## src/rtl/llrx_pkg.sv

```systemverilog
// Package for the soft-output stage.
// Holds the trellis geometry and the constituent code's connectivity.
// Assumes an 8-state code with feedback taps on d1,d2 and parity taps on d0,d2.
package llrx_pkg;

    localparam int NUM_ST = 8;
    localparam int NUM_BR = 2 * NUM_ST;
    localparam int NUM_CW = 4;
    localparam int EXT_W  = 6;

    // Next state reached from state s under input bit u.
    function automatic logic [2:0] nxt_state(input logic [2:0] s, input logic u);
        logic fb;
        fb = u ^ s[1] ^ s[2];
        return {s[1:0], fb};
    endfunction

    // Parity bit emitted on the transition from s under input bit u.
    function automatic logic par_bit(input logic [2:0] s, input logic u);
        logic fb;
        fb = u ^ s[1] ^ s[2];
        return fb ^ s[0] ^ s[2];
    endfunction

endpackage

```

## src/rtl/llrx_branch_sums.sv

```systemverilog
// Sixteen transition-sum cells with one register stage.
// Each cell adds the forward metric of its start state, the branch metric of
// its codeword and the backward metric of its end state. The cell index is
// {u, s}, so cells 0..7 carry u=0 and cells 8..15 carry u=1.
// Assumes SUM_W is at least two bits wider than both input metric widths.
module llrx_branch_sums #(
    parameter int METRIC_W = 10,
    parameter int GAMMA_W  = 8,
    parameter int SUM_W    = 12
) (
    input  logic                                    clk,
    input  logic                                    rst_n,
    input  logic                                    en_i,
    input  logic [llrx_pkg::NUM_ST*METRIC_W-1:0]    alpha_i,
    input  logic [llrx_pkg::NUM_ST*METRIC_W-1:0]    beta_i,
    input  logic [llrx_pkg::NUM_CW*GAMMA_W-1:0]     gamma_i,
    output logic signed [SUM_W-1:0]                 sums_q [llrx_pkg::NUM_BR]
);
    import llrx_pkg::*;

    logic signed [SUM_W-1:0] cell_sum [NUM_BR];

    for (genvar b = 0; b < NUM_BR; b++) begin : g_cell
        localparam logic [2:0] S_L  = 3'(b % NUM_ST);
        localparam logic       U_L  = (b >= NUM_ST);
        localparam int         SI   = b % NUM_ST;
        localparam int         NSI  = int'(nxt_state(S_L, U_L));
        localparam int         CWI  = int'({U_L, par_bit(S_L, U_L)});

        logic signed [METRIC_W-1:0] a_s;
        logic signed [METRIC_W-1:0] b_s;
        logic signed [GAMMA_W-1:0]  g_s;

        assign a_s = alpha_i[SI*METRIC_W +: METRIC_W];
        assign b_s = beta_i[NSI*METRIC_W +: METRIC_W];
        assign g_s = gamma_i[CWI*GAMMA_W +: GAMMA_W];
        assign cell_sum[b] = SUM_W'(a_s) + SUM_W'(g_s) + SUM_W'(b_s);
    end

    // Capture all sixteen sums when a symbol is valid.
    always_ff @(posedge clk) begin
        if (!rst_n) begin
            for (int i = 0; i < NUM_BR; i++) sums_q[i] <= '0;
        end else if (en_i) begin
            for (int i = 0; i < NUM_BR; i++) sums_q[i] <= cell_sum[i];
        end
    end

endmodule

```

## src/rtl/llrx_max_tree.sv

```systemverilog
// Signed maximum over N candidates, built as a balanced pairwise tree.
// Purely combinational; assumes N is a power of two.
module llrx_max_tree #(
    parameter int N = 8,
    parameter int W = 12
) (
    input  logic signed [W-1:0] vals_i [N],
    output logic signed [W-1:0] max_o
);
    localparam int LVLS = $clog2(N);

    logic signed [W-1:0] node [LVLS+1][N];

    for (genvar i = 0; i < N; i++) begin : g_leaf
        assign node[0][i] = vals_i[i];
    end

    for (genvar l = 0; l < LVLS; l++) begin : g_lvl
        for (genvar j = 0; j < (N >> (l + 1)); j++) begin : g_pair
            assign node[l+1][j] = (node[l][2*j] >= node[l][2*j+1]) ?
                                  node[l][2*j] : node[l][2*j+1];
        end
        for (genvar j = (N >> (l + 1)); j < N; j++) begin : g_pad
            assign node[l+1][j] = '0;
        end
    end

    assign max_o = node[LVLS][0];

endmodule

```

## src/rtl/llrx_ext_sat.sv

```systemverilog
// Clamps a wide signed extrinsic value into EXT_W signed bits.
// The positive limit is 2^(EXT_W-1)-1 and the negative limit is -2^(EXT_W-1).
// Combinational; assumes RAW_W > EXT_W.
module llrx_ext_sat #(
    parameter int RAW_W = 15,
    parameter int EXT_W = 6
) (
    input  logic signed [RAW_W-1:0] raw_i,
    output logic signed [EXT_W-1:0] ext_o
);
    localparam int HI_I = 2 ** (EXT_W - 1) - 1;
    localparam int LO_I = -(2 ** (EXT_W - 1));
    localparam logic signed [RAW_W-1:0] HI_R = RAW_W'(HI_I);
    localparam logic signed [RAW_W-1:0] LO_R = RAW_W'(LO_I);

    // Select the limit or the value itself.
    always_comb begin
        if (raw_i > HI_R)      ext_o = EXT_W'(HI_I);
        else if (raw_i < LO_R) ext_o = EXT_W'(LO_I);
        else                   ext_o = raw_i[EXT_W-1:0];
    end

endmodule

```

## src/rtl/llrx_window_lifo.sv

```systemverilog
// Two-bank last-in-first-out reorder store.
// Symbols of a window fill one bank. The push flagged last closes the bank,
// and the closed bank is replayed newest-first, one entry per cycle.
// Banks alternate for both filling and draining.
// Assumes a window is at most DEPTH long and that a bank is closed again only
// after its previous contents have drained.
module llrx_window_lifo #(
    parameter int DATA_W = 19,
    parameter int DEPTH  = 16
) (
    input  logic              clk,
    input  logic              rst_n,
    input  logic              push_i,
    input  logic              last_i,
    input  logic [DATA_W-1:0] data_i,
    output logic              pop_vld_o,
    output logic [DATA_W-1:0] pop_data_o
);
    localparam int IDX_W = (DEPTH > 1) ? $clog2(DEPTH) : 1;
    localparam int CNT_W = $clog2(DEPTH + 1);

    logic [DATA_W-1:0] mem_q [2][DEPTH];
    logic              wr_bank_q;
    logic              rd_bank_q;
    logic              drain_q;
    logic [IDX_W-1:0]  wr_idx_q;
    logic [IDX_W-1:0]  rd_idx_q;
    logic [CNT_W-1:0]  len_q  [2];
    logic              full_q [2];
    logic              pop_done;

    assign pop_done = drain_q && (rd_idx_q == '0);

    // Advance the fill position; switch banks after the window's last symbol.
    always_ff @(posedge clk) begin
        if (!rst_n) begin
            wr_bank_q <= 1'b0;
            wr_idx_q  <= '0;
        end else if (push_i) begin
            if (last_i) begin
                wr_idx_q  <= '0;
                wr_bank_q <= ~wr_bank_q;
            end else begin
                wr_idx_q  <= wr_idx_q + 1'b1;
            end
        end
    end

    // Store each pushed entry in the filling bank.
    always_ff @(posedge clk) begin
        if (push_i) mem_q[wr_bank_q][wr_idx_q] <= data_i;
    end

    for (genvar k = 0; k < 2; k++) begin : g_bank
        // Mark a bank closed with its length, and free it after its last pop.
        always_ff @(posedge clk) begin
            if (!rst_n) begin
                full_q[k] <= 1'b0;
                len_q[k]  <= '0;
            end else if (push_i && last_i && (wr_bank_q == 1'(k))) begin
                full_q[k] <= 1'b1;
                len_q[k]  <= CNT_W'(wr_idx_q) + 1'b1;
            end else if (pop_done && (rd_bank_q == 1'(k))) begin
                full_q[k] <= 1'b0;
            end
        end
    end

    // Start draining a closed bank from its newest entry, then step downward.
    always_ff @(posedge clk) begin
        if (!rst_n) begin
            drain_q   <= 1'b0;
            rd_bank_q <= 1'b0;
            rd_idx_q  <= '0;
        end else if (!drain_q) begin
            if (full_q[rd_bank_q]) begin
                drain_q  <= 1'b1;
                rd_idx_q <= IDX_W'(len_q[rd_bank_q] - 1'b1);
            end
        end else if (pop_done) begin
            drain_q   <= 1'b0;
            rd_bank_q <= ~rd_bank_q;
        end else begin
            rd_idx_q  <= rd_idx_q - 1'b1;
        end
    end

    // Register the popped entry and its valid strobe.
    always_ff @(posedge clk) begin
        if (!rst_n) begin
            pop_vld_o  <= 1'b0;
            pop_data_o <= '0;
        end else begin
            pop_vld_o <= drain_q;
            if (drain_q) pop_data_o <= mem_q[rd_bank_q][rd_idx_q];
        end
    end

endmodule

```

## src/rtl/llr_ext_unit.sv

```systemverilog
// Max-Log-MAP soft-output and extrinsic stage (top).
// Pipeline: register 16 transition sums -> two 8-way maxima -> LLR and
// saturated extrinsic -> two-bank LIFO that restores natural symbol order.
// Assumes GAMMA_W <= METRIC_W and IN_W <= METRIC_W + 3. The upstream leaves
// in_valid_i low for one cycle after every window's last symbol.
module llr_ext_unit #(
    parameter int WIN_LEN  = 16,
    parameter int METRIC_W = 10,
    parameter int GAMMA_W  = 8,
    parameter int IN_W     = 8
) (
    input  logic                                  clk,
    input  logic                                  rst_n,
    input  logic                                  in_valid_i,
    input  logic                                  in_last_i,
    input  logic [llrx_pkg::NUM_ST*METRIC_W-1:0]  alpha_i,
    input  logic [llrx_pkg::NUM_ST*METRIC_W-1:0]  beta_i,
    input  logic [llrx_pkg::NUM_CW*GAMMA_W-1:0]   gamma_i,
    input  logic [IN_W-1:0]                       sys_i,
    input  logic [IN_W-1:0]                       apri_i,
    output logic                                  out_valid_o,
    output logic [METRIC_W+2:0]                   llr_o,
    output logic [llrx_pkg::EXT_W-1:0]            ext_o
);
    import llrx_pkg::*;

    localparam int SUM_W  = METRIC_W + 2;
    localparam int LLR_W  = SUM_W + 1;
    localparam int RAW_W  = LLR_W + 2;
    localparam int DATA_W = LLR_W + EXT_W;

    logic signed [SUM_W-1:0]  sums_q  [NUM_BR];
    logic signed [SUM_W-1:0]  sums_u0 [NUM_ST];
    logic signed [SUM_W-1:0]  sums_u1 [NUM_ST];
    logic signed [SUM_W-1:0]  max_u0;
    logic signed [SUM_W-1:0]  max_u1;
    logic signed [IN_W-1:0]   sys_q;
    logic signed [IN_W-1:0]   apri_q;
    logic                     vld_q;
    logic                     last_q;
    logic signed [LLR_W-1:0]  llr_c;
    logic signed [RAW_W-1:0]  ext_raw;
    logic signed [EXT_W-1:0]  ext_sat;
    logic [DATA_W-1:0]        pop_data;

    llrx_branch_sums #(
        .METRIC_W (METRIC_W),
        .GAMMA_W  (GAMMA_W),
        .SUM_W    (SUM_W)
    ) u_sums (
        .clk     (clk),
        .rst_n   (rst_n),
        .en_i    (in_valid_i),
        .alpha_i (alpha_i),
        .beta_i  (beta_i),
        .gamma_i (gamma_i),
        .sums_q  (sums_q)
    );

    // Carry the scalar side terms and window framing alongside the sums.
    always_ff @(posedge clk) begin
        if (!rst_n) begin
            vld_q  <= 1'b0;
            last_q <= 1'b0;
            sys_q  <= '0;
            apri_q <= '0;
        end else begin
            vld_q  <= in_valid_i;
            last_q <= in_valid_i & in_last_i;
            if (in_valid_i) begin
                sys_q  <= sys_i;
                apri_q <= apri_i;
            end
        end
    end

    for (genvar i = 0; i < NUM_ST; i++) begin : g_split
        assign sums_u0[i] = sums_q[i];
        assign sums_u1[i] = sums_q[i + NUM_ST];
    end

    llrx_max_tree #(.N(NUM_ST), .W(SUM_W)) u_max0 (.vals_i(sums_u0), .max_o(max_u0));
    llrx_max_tree #(.N(NUM_ST), .W(SUM_W)) u_max1 (.vals_i(sums_u1), .max_o(max_u1));

    assign llr_c   = LLR_W'(max_u1) - LLR_W'(max_u0);
    assign ext_raw = RAW_W'(llr_c) - RAW_W'(sys_q) - RAW_W'(apri_q);

    llrx_ext_sat #(.RAW_W(RAW_W), .EXT_W(EXT_W)) u_sat (
        .raw_i (ext_raw),
        .ext_o (ext_sat)
    );

    llrx_window_lifo #(.DATA_W(DATA_W), .DEPTH(WIN_LEN)) u_lifo (
        .clk        (clk),
        .rst_n      (rst_n),
        .push_i     (vld_q),
        .last_i     (last_q),
        .data_i     ({llr_c, ext_sat}),
        .pop_vld_o  (out_valid_o),
        .pop_data_o (pop_data)
    );

    assign llr_o = pop_data[DATA_W-1 -: LLR_W];
    assign ext_o = pop_data[EXT_W-1:0];

endmodule

```

## config.mk

```make
export PLATFORM = sky130hd
export DESIGN_NAME = llr_ext_unit
export DESIGN_NICKNAME = d
export VERILOG_FILES = /design/src/rtl/llrx_pkg.sv /design/src/rtl/llrx_branch_sums.sv /design/src/rtl/llrx_max_tree.sv /design/src/rtl/llrx_ext_sat.sv /design/src/rtl/llrx_window_lifo.sv /design/src/rtl/llr_ext_unit.sv
export SDC_FILE = /design/constraint.sdc
export NUM_CORES = 2
export LEC_CHECK = 0
export ABC_AREA = 1
export BUFFER_PORTS_ARGS = -buffer_cell sky130_fd_sc_hd__buf_2
export CAP_MARGIN = 15
export CORE_MARGIN = 5
export CORE_UTILIZATION = 55
export CTS_BUF_LIST = sky130_fd_sc_hd__clkbuf_8
export DETAILED_ROUTE_END_ITERATION = 16
export PLACE_DENSITY = 0.81
export SLEW_MARGIN = 15
export SYNTH_ARGS = -nofsm -noshare
export SYNTH_HDL_FRONTEND = slang
export SYNTH_SLANG_ARGS = --single-unit
```

## constraint.sdc

```tcl
create_clock -name clk -period 26.1 [get_ports clk]
set_clock_uncertainty 0.2 [all_clocks]
set_input_delay 0 -clock clk [delete_from_list [all_inputs] [get_ports clk]]
set_output_delay 0 -clock clk [all_outputs]
set_load 0.02 [all_outputs]
```

==> summary.txt <==
Status: complete, no violations
CP peak stage delay: 0.60 ns
#FFs+latches synth: 860
Slew headroom: 0.2495
Crit-path most repeated cell: nand2_1
Cell count after placement: 6984
Core Area: 93470 um2
Commonest non-fill, non-tap cell in the layout: nand2_1
Crit path capture type: flop
RSZ-0062 raised after global routing: false
Final WL: 183200 um
F_max: 83.26 MHz
Final Hold Fails: 0
Syn Area/Cell: 9.117 um2
Placer Congestion: 1.067
First-pass GRT wire length: 269700 um
Worst slew pin tran: 1.120 ns
DR iter-0 viols: 5746
DRC errors left: 0
Synthesis-to-layout area growth: 18.17%
Crit path time final: 12.01 ns
Die area: 100500 um2
Sequential area share after synthesis: 0.4511
Detailed-route wire length per cell: 23.87 um
GR Overflow Total: 0
Layout cells sized above 1: 0.08605
Mapped Nets: 6449
Syn Std Cell Area: 51860 um2
Fill count: 7095
Ys Warns: 0
CTS tree: built
Crit share post-route: 0.4602
Setup Buffers After CTS: 0
Slowest stage cell, crit path: nand3_1
WP data required: 26.20 ns
Endpoints failing setup: 0
Min-Delay Path Class: in -> reg
CTS Buf Count: 141
Clock sink count: 860
DR vias: 46600
Via density: 6.070
Site Rows: 112
Die width: 317.1 um
Register area: 23400 um2
Critical path startpoint category: flop
Die H: 317.1 um
DP Wirelength: 122500 um
ANT nets after route: 0
Post-CTS sizing: 0
I/O pin total: 232
Largest net degree at the start of global routing: 136
Commonest non-fill, non-tap cells in the layout: nand2_1 (888), inv_1 (706), edfxtp_1 (617)
H-tree levels: 4
Post-synth cell types: 39
TNS Setup: 0 ns
Final core utilization: 0.6556
Setup CP Type: reg -> reg
Antenna violations before repair: 16
Yosys top cell by area: edfxtp_1
Synth area leaders: edfxtp_1 (36%), dfxtp_1 (9.4%), ha_1 (8.7%), fa_1 (7.3%), nand2_1 (6.4%)
Area of the multi-input gates: 25060 um2
Maximum fanout along the worst path: 34
Overall Global Routing Usage: 0.3588
Clk slew on worst S/H paths: 0.06 ns
Post-synthesis instance total: 5688
Post-Layout Cell Count: 7677
Count of input and output buffers: 231
Slew Viols, Final: 0
Hold_buf cts: 427
Starting density of the core: 0.5548
Final nets: 7061
Synth top area share: 0.3573
Worst-case clock buffer depth: 3
CP arrival: 12.12 ns
Maximum Capacitance Violations: 0
Clock latency on the worst-skew pair: 0.83 ns
Root buf cell: clkbuf_8
Initial DRT Pass Iterations: 9
Vias in the first global route: 44780
[worst max-delay path, delay by kind of cell (launching register included)]
family                   cells  cell delay, ns
flip-flops                   1            0.32
adder cells (fa/ha/maj)      7            2.66
buffers and inverters        7            1.75
AND/OR/NAND/NOR             26            4.69
AO/OA/AOI/OAI               10            1.84
[registers in the layout (all words and copies together) (netlist names), 2 cells and up, named ones only]
register / cells
apri_q: 8
sys_q: 8
u_lifo.full_q: 2
u_lifo.len_q: 8
u_lifo.mem_q: 608
u_lifo.pop_data_o: 19
u_lifo.rd_idx_q: 4
u_lifo.wr_idx_q: 4
u_sums.sums_q: 192
[synthesized netlist by cell type]
library cell,count
a211oi_1,1
a21o_1,45
a21oi_1,325
a2bb2oi_1,1
a31o_2,8
a31oi_1,18
and2_1,51
buf_1,9
buf_2,93
buf_4,8
buf_6,8
clkbuf_1,132
clkbuf_2,2
clkinv_1,1
dfxtp_1,243
edfxtp_1,617
fa_1,190
ha_1,359
inv_1,655
inv_2,4
inv_4,1
nand2_1,888
nand3_1,328
nand3b_1,5
nand4_1,156
nor2_1,592
nor3_1,37
nor3b_1,1
o211ai_1,82
o21a_1,3
o21ai_0,521
o21ai_1,43
o21bai_1,6
o221ai_1,95
o22ai_1,29
o31ai_1,1
or2_2,8
xnor2_1,60
xor2_1,62
[layout make-up]
class	count	area share
diodes	8	0.0003267
clock buffers	160	0.03594
clock inverters	98	0.009842
inverters	661	0.04080
multi-input cells	3915	0.4089
flip-flops and latches	860	0.3819
well taps	1254	0.02560
repair buffers	721	0.09662
[path summary, 6_finish.rpt]
kind	startpoint	to	slack [ns]	cells past startpoint
max	u_sums.sums_q[127]	u_lifo.mem_q[0][41]	14.09	50
min	gamma_i[3]	u_sums.sums_q[135]	0.05	6
max reg2reg	u_sums.sums_q[127]	u_lifo.mem_q[0][41]	14.09	50
min reg2reg	u_lifo.rd_bank_q	flop	0.26	2
[cells by family after synthesis]
kind of cell / share of synthesized area
AO/OA/AOI/OAI: 0.1290
XOR/XNOR: 0.02061
adder cells (fa/ha/maj): 0.1600
buffers and inverters: 0.07016
flip-flops: 0.4511
AND/OR/NAND/NOR: 0.1692
[metal layers]
metal	global-route usage	wire length, um
met2	0.5550	80340
met5	0	63
met4	0.2262	14330
met3	0.1002	22950
met1	0.4473	65540
[metrics by stage]
stage	hold WS [ns]	worst slack [ns]	cell area, um2
2_1_floorplan	-0.08778	16.39	51860
3_3_place_gp	0.02550	14.58	54180
3_5_place_dp	0.03199	14.30	54180
4_1_cts	0.0008286	14.29	61260
5_1_grt	0.02744	12.96	61270
6_report	0.05410	14.09	61280
Power is left out: the tool's default activity adds up to more than one toggle a clock period on the data nets, which glitch-free logic cannot reach.
